### config.mk
export PLATFORM = sky130hd
export DESIGN_NAME = burst_addr_gen
export DESIGN_NICKNAME = d
export VERILOG_FILES = /design/src/rtl/bag_pkg.sv /design/src/rtl/bag_cmd_check.sv /design/src/rtl/bag_next_addr.sv /design/src/rtl/burst_addr_gen.sv
export SDC_FILE = /design/constraint.sdc
export NUM_CORES = 1
export LEC_CHECK = 0
export ABC_AREA = 0
export BUFFER_PORTS_ARGS = -buffer_cell sky130_fd_sc_hd__buf_2
export CORE_MARGIN = 2
export CORE_UTILIZATION = 55
export CTS_CLUSTER_SIZE = 28
export DETAILED_ROUTE_END_ITERATION = 7
export PLACE_DENSITY_LB_ADDON = 0.12
export SETUP_SLACK_MARGIN = 0.4
export SLEW_MARGIN = 30
export SYNTH_ARGS = -nofsm -noshare
export SYNTH_HDL_FRONTEND = slang
export SYNTH_SLANG_ARGS = --single-unit
### constraint.sdc
create_clock -name clk -period 4.6 [get_ports clk]
set_clock_uncertainty 0.2 [all_clocks]
set_input_delay 0.69 -clock clk [delete_from_list [all_inputs] [get_ports clk]]
set_output_delay 0.69 -clock clk [all_outputs]
set_load 0.01 [all_outputs]
### src/rtl/bag_pkg.sv
package bag_pkg;

  typedef enum logic [1:0] {
    BT_FIXED = 2'b00,
    BT_INCR  = 2'b01,
    BT_WRAP  = 2'b10,
    BT_RSVD  = 2'b11
  } burst_e;

  localparam int unsigned LEN_W  = 8;
  localparam int unsigned SIZE_W = 3;
  // widest wrap block: 16 beats of 128 bytes = 2048 bytes -> 11 offset bits
  localparam int unsigned OFS_W  = 12;

  // low-bit mask of one beat's byte span
  function automatic logic [OFS_W-1:0] beat_mask(input logic [SIZE_W-1:0] size);
    return (OFS_W'(1) << size) - OFS_W'(1);
  endfunction

  // low-bit mask of a wrap block: ((len+1) << size) - 1, len limited to 4 bits
  function automatic logic [OFS_W-1:0] block_mask(input logic [3:0] len_lo,
                                                   input logic [SIZE_W-1:0] size);
    return ((OFS_W'(len_lo) + OFS_W'(1)) << size) - OFS_W'(1);
  endfunction

  function automatic logic wrap_len_legal(input logic [LEN_W-1:0] len);
    return (len == 8'd1) || (len == 8'd3) || (len == 8'd7) || (len == 8'd15);
  endfunction

endpackage

### src/rtl/bag_cmd_check.sv
module bag_cmd_check
  import bag_pkg::*;
(
  input  logic [OFS_W-1:0]  addr_lo,
  input  logic [LEN_W-1:0]  len,
  input  logic [SIZE_W-1:0] size,
  input  logic [1:0]        burst,
  output logic              legal
);

  logic wrap_len_ok;
  logic wrap_align_ok;

  always_comb begin
    wrap_len_ok   = wrap_len_legal(len);
    wrap_align_ok = ((addr_lo & beat_mask(size)) == '0);
    unique case (burst)
      BT_FIXED: legal = 1'b1;
      BT_INCR:  legal = 1'b1;
      BT_WRAP:  legal = wrap_len_ok & wrap_align_ok;
      default:  legal = 1'b0;
    endcase
  end

endmodule

### src/rtl/bag_next_addr.sv
module bag_next_addr
  import bag_pkg::*;
#(
  parameter int unsigned AW = 32
) (
  input  logic [AW-1:0]     cur_addr,
  input  logic [SIZE_W-1:0] size,
  input  logic [OFS_W-1:0]  wmask,
  input  burst_e            burst,
  output logic [AW-1:0]     nxt_addr
);

  logic [AW-1:0] step;
  logic [AW-1:0] smask;
  logic [AW-1:0] bmask;
  logic [AW-1:0] bumped;

  always_comb begin
    step   = AW'(1) << size;
    smask  = AW'(beat_mask(size));
    bmask  = AW'(wmask);
    bumped = cur_addr + step;
    unique case (burst)
      BT_INCR:  nxt_addr = (cur_addr & ~smask) + step;
      BT_WRAP:  nxt_addr = (cur_addr & ~bmask) | (bumped & bmask);
      default:  nxt_addr = cur_addr;
    endcase
  end

endmodule

### src/rtl/burst_addr_gen.sv
module burst_addr_gen
  import bag_pkg::*;
#(
  parameter int unsigned AW = 32
) (
  input  logic              clk,
  input  logic              rst_n,
  input  logic              cmd_valid,
  output logic              cmd_ready,
  input  logic [AW-1:0]     cmd_addr,
  input  logic [LEN_W-1:0]  cmd_len,
  input  logic [SIZE_W-1:0] cmd_size,
  input  logic [1:0]        cmd_burst,
  output logic              cmd_err,
  output logic              beat_valid,
  output logic [AW-1:0]     beat_addr,
  output logic              beat_last,
  input  logic              beat_accept
);

  logic              busy_q;
  logic [LEN_W-1:0]  cnt_q;
  logic [LEN_W-1:0]  len_q;
  logic [SIZE_W-1:0] size_q;
  burst_e            burst_q;
  logic [OFS_W-1:0]  wmask_q;
  logic [AW-1:0]     addr_q;
  logic              err_q;

  // named events
  logic          cmd_fire;
  logic          cmd_legal;
  logic          beat_fire;
  logic          final_beat;
  logic          wrap_fold;
  logic [AW-1:0] nxt_addr;

  bag_cmd_check u_check (
    .addr_lo (cmd_addr[OFS_W-1:0]),
    .len     (cmd_len),
    .size    (cmd_size),
    .burst   (cmd_burst),
    .legal   (cmd_legal)
  );

  bag_next_addr #(.AW(AW)) u_next (
    .cur_addr (addr_q),
    .size     (size_q),
    .wmask    (wmask_q),
    .burst    (burst_q),
    .nxt_addr (nxt_addr)
  );

  assign cmd_ready  = ~busy_q;
  assign cmd_fire   = cmd_valid & cmd_ready;
  assign beat_fire  = busy_q & beat_accept;
  assign final_beat = busy_q & (cnt_q == len_q);
  assign wrap_fold  = beat_fire & ~final_beat & (burst_q == BT_WRAP) & (nxt_addr < addr_q);

  assign beat_valid = busy_q;
  assign beat_addr  = addr_q;
  assign beat_last  = final_beat;
  assign cmd_err    = err_q;

  always_ff @(posedge clk) begin
    if (!rst_n) begin
      busy_q  <= 1'b0;
      cnt_q   <= '0;
      len_q   <= '0;
      size_q  <= '0;
      burst_q <= BT_FIXED;
      wmask_q <= '0;
      addr_q  <= '0;
      err_q   <= 1'b0;
    end else begin
      err_q <= cmd_fire & ~cmd_legal;
      if (cmd_fire && cmd_legal) begin
        busy_q  <= 1'b1;
        cnt_q   <= '0;
        len_q   <= cmd_len;
        size_q  <= cmd_size;
        burst_q <= burst_e'(cmd_burst);
        wmask_q <= block_mask(cmd_len[3:0], cmd_size);
        addr_q  <= cmd_addr;
      end else if (beat_fire) begin
        if (final_beat) begin
          busy_q <= 1'b0;
        end else begin
          cnt_q  <= cnt_q + 1'b1;
          addr_q <= nxt_addr;
        end
      end
    end
  end


  first_beat_addr_chk: assert property (@(posedge clk) disable iff (!rst_n)
    cmd_fire && cmd_legal |=> beat_valid && (beat_addr == $past(cmd_addr)));


  hold_while_stalled_chk: assert property (@(posedge clk) disable iff (!rst_n)
    beat_valid && !beat_accept |=> beat_valid && $stable(beat_addr) && $stable(beat_last));


  end_after_last_chk: assert property (@(posedge clk) disable iff (!rst_n)
    beat_valid && beat_accept && beat_last |=> !beat_valid && cmd_ready);


  fixed_repeat_chk: assert property (@(posedge clk) disable iff (!rst_n)
    beat_fire && !beat_last && (burst_q == BT_FIXED) |=> $stable(beat_addr));


  wrap_in_block_chk: assert property (@(posedge clk) disable iff (!rst_n)
    beat_fire && !beat_last && (burst_q == BT_WRAP)
    |=> (beat_addr & ~AW'(wmask_q)) == ($past(beat_addr) & ~AW'(wmask_q)));


  wrap_fold_low_chk: assert property (@(posedge clk) disable iff (!rst_n)
    wrap_fold |=> (beat_addr & AW'(wmask_q)) == '0);


  illegal_no_beats_chk: assert property (@(posedge clk) disable iff (!rst_n)
    cmd_fire && !cmd_legal |=> cmd_err && !beat_valid && cmd_ready);


  err_single_pulse_chk: assert property (@(posedge clk) disable iff (!rst_n)
    cmd_err |=> !cmd_err);

endmodule

**Word level (Yosys, flattened, before mapping)**

Index checks and enable logic that the tools add are counted.

- Register bits after elaboration: 67
- Input port bits: 49
- Output and inout port bits: 36

- $add $sub $neg: 7
- Equal/unequal tests: 10
- Shift-type cells: 4
- Mux-type cells: 8
- Bitwise gates (word level): 16
- Reductions and logical operators: 14

Operators with widths:

| cell | count |
|---|---|
| 2-to-1 mux 32 bit | 3 |
| adder 32 bit | 2 |
| bitwise AND 32 bit | 2 |
| NOT 12 -> 32 bit | 2 |
| one-hot mux 32 bit (2 select lines) | 1 |
| bitwise AND 32 x 12 -> 32 bit | 1 |
| bitwise OR 32 bit | 1 |
| left shift 1 x 3 -> 32 bit (first input constant) | 1 |
| left shift 1 x 3 -> 12 bit (first input constant) | 2 |
| subtractor 12 x 2 -> 12 bit (second input constant) | 2 |
| bitwise AND 12 bit | 1 |
| zero test 12 bit | 1 |
| left shift 5 x 3 -> 12 bit | 1 |
| subtractor 12 x 1 -> 12 bit (second input constant) | 1 |
| adder 8 x 1 -> 8 bit (second input constant) | 1 |
| equality test 8 x 1 -> 1 bit (second input constant) | 1 |
| equality test 8 x 2 -> 1 bit (second input constant) | 1 |
| equality test 8 x 3 -> 1 bit (second input constant) | 1 |
| equality test 8 x 4 -> 1 bit (second input constant) | 1 |
| equality test 8 bit | 1 |
| adder 4 x 1 -> 5 bit (second input constant) | 1 |
| bitwise AND 1 bit | 5 |
| equality test 2 x 1 -> 1 bit (second input constant) | 2 |
| equality test 2 bit (second input constant) | 2 |
| other kinds (12) | 22 |

**Logic depth before layout (Yosys ltp)**

Gate-level depths: netlist (run 1).

- Word-level depth: 9
- Gate-level depth with buffers: 15
- Depth with buffers taken out: 13

**Cells and area by module**

From an unflattened synthesis (run 1), not the netlist that was laid out.

- Cells, all modules: 792
- Area, all modules: 6103.4 µm²

Modules (own cells, without submodules):

| module | instances | cells each | area each (µm²) |
|---|---|---|---|
| burst_addr_gen | 1 | 406 | 3587.2 |
| bag_next_addr | 1 | 356 | 2339.7 |
| bag_cmd_check | 1 | 30 | 176.4 |

**Least setup slack after synthesis (run 1)**

No wires, ideal clock.

- Path kind: flip-flop to flip-flop
- Start point: register size_q[2]
- End point: register addr_q[23], in the netlist beat_addr[23]
- Setup time: 0.074 ns
- Data arrival time: 3.780 ns
- Required time: 4.326 ns
- Path slack: 0.546 ns
- Cell stages (with the launch flop): 13
- Path buffers: 2
- Path through: dfxtp_1 -> buf_2 -> buf_1 -> or3_1 -> ha_1 -> or4b_1 -> a211oi_2 -> o211ai_2 -> a211o_1 -> a311o_1 -> or3_4 -> or4_1 -> a31oi_1

- Word-level cells in the longest chain between the ends: 9
- Elaborated cells between the ends (all ways): 13

Ends and longest elaborated chain:

| element | line | source |
|---|---|---|
| start, declared | burst_addr_gen.sv:24 | `logic [SIZE_W-1:0] size_q;` |
| start signal, assigned | burst_addr_gen.sv:81 | `size_q <= cmd_size;` |
| left shift 1 x 3 -> 12 bit | bag_pkg.sv:17 | `return (OFS_W'(1) << size) - OFS_W'(1);` |
| subtractor 12 x 2 -> 12 bit | bag_pkg.sv:17 |  |
| NOT 12 -> 32 bit | bag_next_addr.sv:24 | `BT_INCR: nxt_addr = (cur_addr & ~smask) + step;` |
| bitwise AND 32 bit | bag_next_addr.sv:24 |  |
| adder 32 bit | bag_next_addr.sv:24 |  |
| one-hot mux 32 bit (2 select lines) * | bag_next_addr.sv:23 | `unique case (burst)` |
| 2-to-1 mux 32 bit * | burst_addr_gen.sv:86 | `if (final_beat) begin` |
| 2-to-1 mux 32 bit * | burst_addr_gen.sv:85 | `end else if (beat_fire) begin` |
| 2-to-1 mux 32 bit * | burst_addr_gen.sv:77 | `if (cmd_fire && cmd_legal) begin` |
| end signal, assigned | burst_addr_gen.sv:84 | `addr_q <= cmd_addr;` |
| end signal, assigned | burst_addr_gen.sv:90 | `addr_q <= nxt_addr;` |
| end, declared | burst_addr_gen.sv:27 | `logic [AW-1:0] addr_q;` |

Every way passes the cells marked *; elsewhere a longest branch is shown, timed or not. The select of a mux whose other input is x is not followed.
A chain may end at the register's enable or synchronous reset.

**Worst setup path in the final report (run 1)**

- Start point: register size_q[0]
- End point: register addr_q[31], in the netlist beat_addr[31]

The elaborated chain is that of the path after synthesis.

==> impl_results.md, run 1 <==
- Hold WS: 277 ps
- Wire per inst: 16.5 microns
- Via-to-Cell Ratio: approximately 6
- Finished Core Util: between 60% and 70%
- Startpoint Class: register
- Slowest stage delay, CP: around 530 ps
- Max Cap Viol: 0
- Clk Tree Root Cell: clkbuf_8
- Core Region: just over 9000 sq um
- CP required: roughly 4700 ps
- # rows: 35
- NetSw: just under 0.5 mW
- Outcome: finished, final reports clean
- Largest cells by area after synthesis: dfxtp_1 (26%), nand2_1 (7.0%), a21oi_1 (4.8%)
- Total CTS buffers: 9
- Highest Clock Rate: about 250 MHz
- HP Class: register to register
- FF+latch area: 1340 sq um
- Crit Path Category: register to register
- Die Span Y: between 100 and 150 microns
- Setup ws final: about 590 ps
- Largest net degree at the start of global routing: 47
- RSZ-0062 raised after global routing: false
- CP max FO: 17
- Placed insts: roughly 860
- Part of the power in combinational logic: 22.7%
- Worst slew pin tran: about 950 ps
- Setup-failing EPs final: 0
- Syn Inst Count: 699
- Largest family of logic cells by synthesized area: simple AND/OR/NAND/NOR gates
- Crit path launch: size_q[0]
- Htree depth: 3
- Maximum clock insertion buffer count: 2
- Fill cell count: 840
- Mux cell area share after synthesis: under 10%
- Antenna viol nets, final: 0
- GPL Wtd Cong: 0.859
- Simple-gate share of the synthesized area: 28.8%
- CTS sink cnt: 67
- Critical path's top delay family: simple AND/OR/NAND/NOR gates
- Tcrit/Tclk final: between 80 and 90%
- HPWL after DPL: 10700 microns
- Ant diodes: 0
- Final Hold Fails: 0
- Worst reg-to-reg setup slack: 590 ps
- Die Footprint: 10000 sq um
- Synth top cells by count: nand2_1 (94), dfxtp_1 (67), nor2_1 (65)
- # port buffers: 84
- Routed wire length: about 14000 microns
- Area leader, netlist: dfxtp_1
- Crit path DAT: just over 4000 ps
- CTS clock-pin slew for the worst setup and hold paths: around 80 ps
- Remaining global-route overflow: 0
- Post-DP Area: between 5000 and 6000 sq um
- Global Route Usage Sum: between 20 and 30%
- Normalized max-slew margin: a little under two fifths
- Register area share after synthesis: 26.4%
- Design area: 5740 sq um
- Slowest library cell on the worst path: or4_1
- # DRC: 0
- Flop pwr share: a little under half
- CTS hold repair buffers: 0
- WHS Path Cells: 2
- Compound-cell area share of the yosys netlist: 24.3%
- Synth Net Count: 766
- Xor-xnor portion of the synthesized cell area: 7.77%
- Pint: about 0.94 mW
- Critical path depth in cells: 10
- Synthesized flop and latch total: 67
- Dominant synthesized flop cell: dfxtp_1
- Synth Area in Adders: between 4 and 5%
- Share of the synthesized area in the top cell type: 26.4%
- Vias in the first global route: about 5000
- Endpoint class of the critical path: register
- Postcts setup bufs: 0
- TNS Setup: 0 ps
- Vias post-DR: ~5400
- Yosys warns: 0
- Synth unique cells: 70
- Clock power frac: between 30% and 40%
- Tmin final: 4010 ps
- Buf+Inv Stages, Crit Path: 0
- Leak: roughly 2.4 nW
- Most frequent cell after synthesis: nand2_1
- Multi-input gate area: between 3000 and 4000 sq um
- RR Endpoint: beat_addr[31]
- Final slew viol count: 0
- Worst ir drop on vdd: between 0.15 and 0.2 mV
- Die Width: between 100 and 150 microns
- CTS tree: yes
- Worst Setup EP: beat_addr[31]
- Detailed router's first-iteration violation count: 393
- Mean Syn Cell Area: slightly above 7 sq um
- Layout cells sized above 1: between 10% and 20%
- Power Total: 1.44 mW
- Starting Density: 55.7%
- Switching Share: around a third
- Nets: 828
- R2R Path Start: size_q[0]
- Final std cells w/o fill: 877
- Reg2reg path depth: 10
- Pwr Density: between 200 and 250 nW/um^2
- Asr flop ratio synth: 0%
- Mapped cell area: 5070 sq um
- Area grow syn2layout: 13.2%
- Drt pass-1 iters: 5
- Worst-path cell chain: or3_1 > ha_1 > or4b_1 > a211oi_2 > o211ai_2 > a211o_1 > a311o_1 > or3_4 > or4_1 > a31oi_1
- Top Ports: 85
- Dpl ws: around 460 ps
- Initial antenna violation count: 0
- Global-route wire length before repair: about 24000 microns
- EDFF count, synth: 0
- Clock latency on the worst-skew pair: around 350 ps
## tightest hold or removal path, delay by kind of cell (launching register included)
kind,cells,cell delay [ps]
flip-flops,1,330
AND/OR/NAND/NOR,1,60
AO/OA/AOI/OAI,1,50
## power groups by stage
stage          logic [mW]  registers [mW]  clock network, mW
2_1_floorplan       0.216           0.659                  0
3_3_place_gp        0.313           0.662                  0
3_5_place_dp        0.320           0.663                  0
4_1_cts             0.322           0.650              0.461
5_1_grt             0.362           0.657              0.488
6_report            0.326           0.651              0.458
## cells by family (layout without fill, tap and decap cells)
family	after synthesis	after routing
and+or+nand+nor	298	298
AOI/OAI and AO/OA	188	188
buffers and inverters	69	136
DFF	67	67
xor gates and xnor gates	45	45
adders and majority gates	19	19
muxes	13	13
## worst min path at each step
stage	from	end	slack, ps
final	wmask_q[4]	wmask_q[4]	280
after global placement	len_q[3]	len_q[3]	260
after floorplan	wmask_q[3]	wmask_q[3]	240
after CTS	len_q[5]	len_q[5]	270
after detailed placement	len_q[5]	len_q[5]	260
after global routing	len_q[0]	len_q[0]	300
## routing by layer
metal / track usage, % / share of wire (%) / up-vias
li1: - / - / 2659
met1: 41.6 / 47 / 2565
met2: 45.4 / 46 / 162
met3: 3.48 / 5.3 / 16
met4: 8.22 / 1.2 / 0
met5: 0 / 0 / -
## timing repair
item / CTS / global route
resized for setup: 0 / 2
setup endpoints to repair: 0 / 3
hold endpoints to repair: 0 / 0
## cells in the final DEF, fill, tap and decap left out, drive strengths merged, types with 4 or more instances in the layout
cell type  netlist  final
nor2b            7      7
a211oi          16     16
nor2            65     65
nand3           21     21
or3             19     19
o22ai            6      6
inv             24     25
o21ai           36     36
o211ai          16     16
nand2b           8      8
o31a             4      4
nand2           94     94
a31oi           17     17
or2              4      4
o31ai            7      7
mux2i           10     10
nand4           13     13
xor2            22     22
or4              4      4
nor3            18     18
and3            17     17
clkinv           0      6
nor4             5      5
clkbuf          36      9
ha              17     17
and2             6      6
nor3b            4      4
buf              9     96
xnor2           23     23
dfxtp           67     67
o311ai           5      5
a21oi           49     49
## final cells by class
class / count / share of cell area, %
Clock buffer: 9 / 2.16
Multi-Input combinational cell: 563 / 60.4
Timing Repair Buffer: 96 / 9.11
Tap cell: 111 / 2.42
Sequential cell: 67 / 23.4
Clock inverter: 7 / 0.937
Inverter: 24 / 1.57
No activity file was read; power rests on OpenSTA's default activity.
==> inputs of run 2 (changes only) <==
--- a/config.mk
+++ b/config.mk
@@ -11,6 +11,7 @@
 export CORE_UTILIZATION = 55
 export CTS_CLUSTER_SIZE = 28
 export DETAILED_ROUTE_END_ITERATION = 7
+export MAX_ROUTING_LAYER = met4
 export PLACE_DENSITY_LB_ADDON = 0.12
 export SETUP_SLACK_MARGIN = 0.4
 export SLEW_MARGIN = 30
==> constraint.sdc (replaced) <==
create_clock -name clk -period 4.6 [get_ports clk]
set_clock_uncertainty 0.2 [all_clocks]
set_input_delay 0.92 -clock clk [delete_from_list [all_inputs] [get_ports clk]]
set_output_delay 0.92 -clock clk [all_outputs]
set_load 0.01 [all_outputs]
==> impl_results.md, run 2 (synthesis gave the netlist of run 1 again) <==
- Outcome: finished, final reports clean
- Nets: between 800 and 900
- Endpoint class of the critical path: register
- Layout cells sized above 1: around 17%
- Post-CTS sizing: 0
- Leak: ~2.4 nW
- Power Total: between 1 and 1.5 mW
- HPWL after DPL: about 11000 microns
- Worst slew pin tran: about 940 ps
- Die Footprint: roughly 10000 sq um
- Normalized max-slew margin: between 30% and 40%
- Max Cap Viol: 0
- Pwr Density: around 260 nW/um^2
- Final Hold Fails: 0
- CTS clock-pin slew for the worst setup and hold paths: roughly 90 ps
- Via-to-Cell Ratio: 6.03
- Global-route wire length before repair: between 20000 and 25000 microns
- Crit path DAT: 4090 ps
- GPL Wtd Cong: approximately 0.95
- Detailed router's first-iteration violation count: about 350
- Commonest non-fill, non-tap cell in the layout: nand2_1
- Core Region: 9110 sq um
- Top Ports: between 80 and 90
- Clk Tree Root Cell: clkbuf_8
- Initial antenna violation count: 0
- CP required: about 4700 ps
- Setup-failing EPs final: 0
- Worst-path cell chain: or3_1 > ha_1 > or4b_1 > a211oi_2 > o211ai_2 > a211o_1 > a311o_2 > or3_4 > or4_1 > a31oi_1
- Setup ws final: about 570 ps
- CTS tree: yes
- Die Width: roughly 100 microns
- Commonest non-fill, non-tap cells in the layout: nand2_1 (93), buf_2 (84), dfxtp_1 (65)
- Global Route Usage Sum: 30.0%
- Slowest stage delay, CP: approximately 520 ps
- Die Span Y: between 100 and 150 microns
- Startpoint Class: register
- Antenna viol nets, final: 0
- Largest net degree at the start of global routing: 47
- Drt pass-1 iters: 5
- Htree depth: 3
- Maximum clock insertion buffer count: 2
- Highest Clock Rate: around 250 MHz
- Fill cell count: 900
- # rows: 35
- HP Class: register to register
- Slowest library cell on the worst path: or4_1
- TNS Setup: 0 ps
- Area grow syn2layout: 13.6%
- CTS hold repair buffers: 0
- RSZ-0062 raised after global routing: false
- Design area: approximately 5800 sq um
- Dpl ws: between 400 and 500 ps
- Wire per inst: ~16 microns
- Tcrit/Tclk final: 87.5%
- Routed wire length: around 14000 microns
- Tmin final: ~4000 ps
- Starting Density: around 56%
- CP max FO: 15
- # port buffers: 84
- Remaining global-route overflow: 0
- CTS sink cnt: 67
- Total CTS buffers: 9
- Post-DP Area: about 5600 sq um
- Postcts setup bufs: 0
- Buf+Inv Stages, Crit Path: 0
- Worst ir drop on vdd: about 0.19 mV
- Ant diodes: 0
- Final slew viol count: 0
- Clock latency on the worst-skew pair: around 340 ps
- Hold WS: between 200 and 300 ps
- Finished Core Util: 63.3%
- # DRC: 0
- Final std cells w/o fill: slightly below 900
- Critical path's top delay family: simple AND/OR/NAND/NOR gates
- Placed insts: between 800 and 900
- Vias post-DR: ~5300
- Crit Path Category: register to register
- Vias in the first global route: 4772
## run 2: worst paths after layout
check / cells after the start / slack, ps / start / to
setup / recovery: 10 / 570 / size_q[2] / beat_addr[31]
hold / removal: 2 / 270 / len_q[7] / len_q[7]
setup reg to reg: 10 / 570 / size_q[2] / beat_addr[31]
hold reg to reg: 2 / 270 / len_q[7] / len_q[7]
## run 2: worst register-to-register path, delay by kind of cell (launching register included)
family,cells,cell delay [ps]
flops,1,410
fa+ha+maj,1,210
compound gates,5,1250
simple gates,4,1880
## run 2: routing by layer
layer	GRT usage (%)	vias to the layer above	wire length [microns]
met3	3.69	14	839
li1	-	2660	-
met4	5.90	0	122
met1	42.5	2438	6690
met2	46.5	168	6710
met5	-	-	0
## run 2: cell type report
class,count,area [sq um],area share [%]
multi-input combinational,563,3470,60.2
clock buffer,9,124,2.15
tap,111,139,2.41
timing repair buffer,94,520,9.03
inverter,24,90.1,1.56
sequential,67,1340,23.3
clock inverter,7,76.3,1.32
## run 2: report_power, final
group          internal [mW]  total, mW  switching, mW
clock                  0.254      0.509          0.255
sequential             0.611      0.654         0.0430
combinational          0.132      0.321          0.189
total                  0.998       1.48          0.486
==> inputs of run 3 (changes only) <==
--- a/config.mk
+++ b/config.mk
@@ -17,4 +17,5 @@
 export SLEW_MARGIN = 30
 export SYNTH_ARGS = -nofsm -noshare
 export SYNTH_HDL_FRONTEND = slang
+export SYNTH_HIERARCHICAL = 1
 export SYNTH_SLANG_ARGS = --single-unit
==> impl_results.md, run 3 <==
- Top Ports: 85
- Via-to-Cell Ratio: around 6.3
- EDFF count, synth: 0
- Max Cap Viol: 0
- Synth top cells by count: nand2_1 (82), nor2_1 (76), dfxtp_1 (67)
- Top Metal Used: met4
- Asr flop ratio synth: 0%
- Setup-failing EPs final: 0
- RR Endpoint: beat_addr[13]
- Global-route wire length before repair: ~28000 microns
- RSZ-0062 raised after global routing: false
- Outcome: finished, final reports clean
- Power Total: approximately 1.7 mW
- # rows: 38
- Final Hold Fails: 0
- Area grow syn2layout: 9.10%
- CP required: 4650 ps
- Reg2reg path depth: 12
- Htree depth: 3
- Vias post-DR: between 6000 and 7000
- Crit path DAT: 4100 ps
- Vias in the first global route: 5715
- CTS sink cnt: between 60 and 70
- Tcrit/Tclk final: 88.1%
- Detailed router's first-iteration violation count: about 410
- Worst reg-to-reg setup slack: around 850 ps
- Slowest library cell on the worst path: a2111oi_0
- Worst-path cell chain: buf_2 > or3_1 > ha_1 > nor2b_1 > a2111oi_0 > nand3_1 > o41ai_1 > buf_4 > nand3_4 > nand2_1 > nor2_1 > a41o_1
- Remaining global-route overflow: 0
- Commonest non-fill, non-tap cell in the layout: buf_2
- Clock power frac: between 30% and 40%
- HP Class: register to register
- Wire per inst: 17.2 microns
- Flop pwr share: 40.6%
- Min-Delay Endpoint: burst_q[1]
- Largest cells by area after synthesis: dfxtp_1 (22%), mux2i_1 (6.7%), nand2_1 (5.0%)
- Antenna viol nets, final: 0
- Slowest stage delay, CP: approximately 500 ps
- Synth Net Count: approximately 860
- CTS clock-pin slew for the worst setup and hold paths: around 80 ps
- Share of the synthesized area in the top cell type: a little over a fifth
- Mean Syn Cell Area: approximately 7.7 sq um
- Starting Density: around 56%
- Final slew viol count: 0
- Design area: between 6000 and 7000 sq um
- Syn Inst Count: between 700 and 800
- Core Region: 10800 sq um
- Crit Path Category: primary input to register
- Highest Clock Rate: around 250 MHz
- CP max FO: 29
- Most frequent cell after synthesis: nand2_1
- CTS hold repair buffers: 0
- Die Width: 109 microns
- Fill cell count: 1019
- CTS tree: yes
- Mapped cell area: 6100 sq um
- Dpl ws: 273 ps
- Die Span Y: 109 microns
- Maximum clock insertion buffer count: 2
- Met2 routed WL: between 7000 and 8000 microns
- Pint: 1.11 mW
- Setup ws final: ~550 ps
- Synth unique cells: 94
- # DRC: 0
- # port buffers: 84
- Clock latency on the worst-skew pair: ~360 ps
- Drt pass-1 iters: 5
- Hold_sp: burst_q[1]
- Final std cells w/o fill: between 900 and 1000
- Placed insts: just under 1000
- Normalized max-slew margin: 38.4%
- Worst ir drop on vdd: approximately 0.16 mV
- Leak: 2.58 nW
- Global Route Usage Sum: approximately 29%
- Startpoint Class: primary input
- Commonest non-fill, non-tap cells in the layout: buf_2 (84), nand2_1 (82), nor2_1 (75)
- Area leader, netlist: dfxtp_1
- Post-DP Area: ~6400 sq um
- Die Footprint: between 10000 and 15000 sq um
- Wire length on met1: between 7000 and 8000 microns
- Finished Core Util: between 60% and 70%
- Part of the power in combinational logic: between 20% and 30%
- Switching Share: between 30% and 40%
- Clk Tree Root Cell: clkbuf_8
- Yosys warns: 6
- Total CTS buffers: 9
- Postcts setup bufs: 0
- Met3 WL: 1160 microns
- Synthesized flop and latch total: between 60 and 70
- Tmin final: 4050 ps
- Ant diodes: 0
- Layout cells sized above 1: between 10% and 20%
- Pwr Density: approximately 250 nW/um^2
- GPL Wtd Cong: between 0.9 and 1
- Crit path launch: cmd_size[2]
- R2R Path Start: size_q[0]
- WHS Path Cells: 2
- Dominant synthesized flop cell: dfxtp_1
- Post-CTS sizing: 0
- Worst slew pin tran: between 900 and 1000 ps
- Nets: 902
- TNS Setup: 0 ps
- Largest net degree at the start of global routing: 55
- Hold WS: approximately 270 ps
- Initial antenna violation count: 0
- HPWL after DPL: 12200 microns
- Register area share after synthesis: between 20% and 30%
- Endpoint class of the critical path: register
- Routed wire length: 16900 microns
- Max reg flops: 32
- NetSw: approximately 0.56 mW
-- run 3: final cells by class --
cell class	instances	area [sq um]	area share, %
well taps	140	175	2.63
inverters	24	90.1	1.35
multi-input cells	639	4310	64.8
flip-flops and latches	67	1340	20.1
clock buffers	10	138	2.07
clock inverters	6	93.8	1.41
repair buffers	94	508	7.63
-- run 3: how the worst max path moves through the flow --
stage                             to  cells after the start
after global routing        cnt_q[7]                     12
after CTS                   cnt_q[7]                     12
after detailed placement    cnt_q[7]                     12
after floorplan           wmask_q[6]                     11
final                       cnt_q[7]                     12
after global placement      cnt_q[7]                     12
-- run 3: power by group through the flow --
stage / Clock, mW / Combinational [mW] / Sequential [mW]
after detailed placement: 0 / 0.400 / 0.688
final: 0.581 / 0.409 / 0.676
after global routing: 0.611 / 0.451 / 0.684
after global placement: 0 / 0.392 / 0.686
after CTS: 0.590 / 0.403 / 0.675
after floorplan: 0 / 0.298 / 0.676
-- run 3: logic make-up (layout without fill, tap and decap cells) --
kind of cell	count (synthesis)	count (layout)	share of synthesized area [%]
multiplexers	42	42	6.97
adder cells (fa/ha/maj)	20	20	4.14
AO/OA/AOI/OAI	220	220	26.5
AND/OR/NAND/NOR	325	325	28.0
XOR/XNOR	32	32	4.59
buffers and inverters	86	134	7.73
flip-flops	67	67	22.0
-- run 3: routing by layer --
layer  track usage (%)  vias up
met5                 -        -
met4              10.0        0
met3              4.62       30
met2              45.9      243
met1              38.8     2889
li1                  -     3060
-- run 3: critical path, delay by kind of cell --
kind	cells	cell delay, ps
adders and majority gates	1	300
and+or+nand+nor	6	1330
AOI/OAI and AO/OA	3	1110
buffers and inverters	2	450
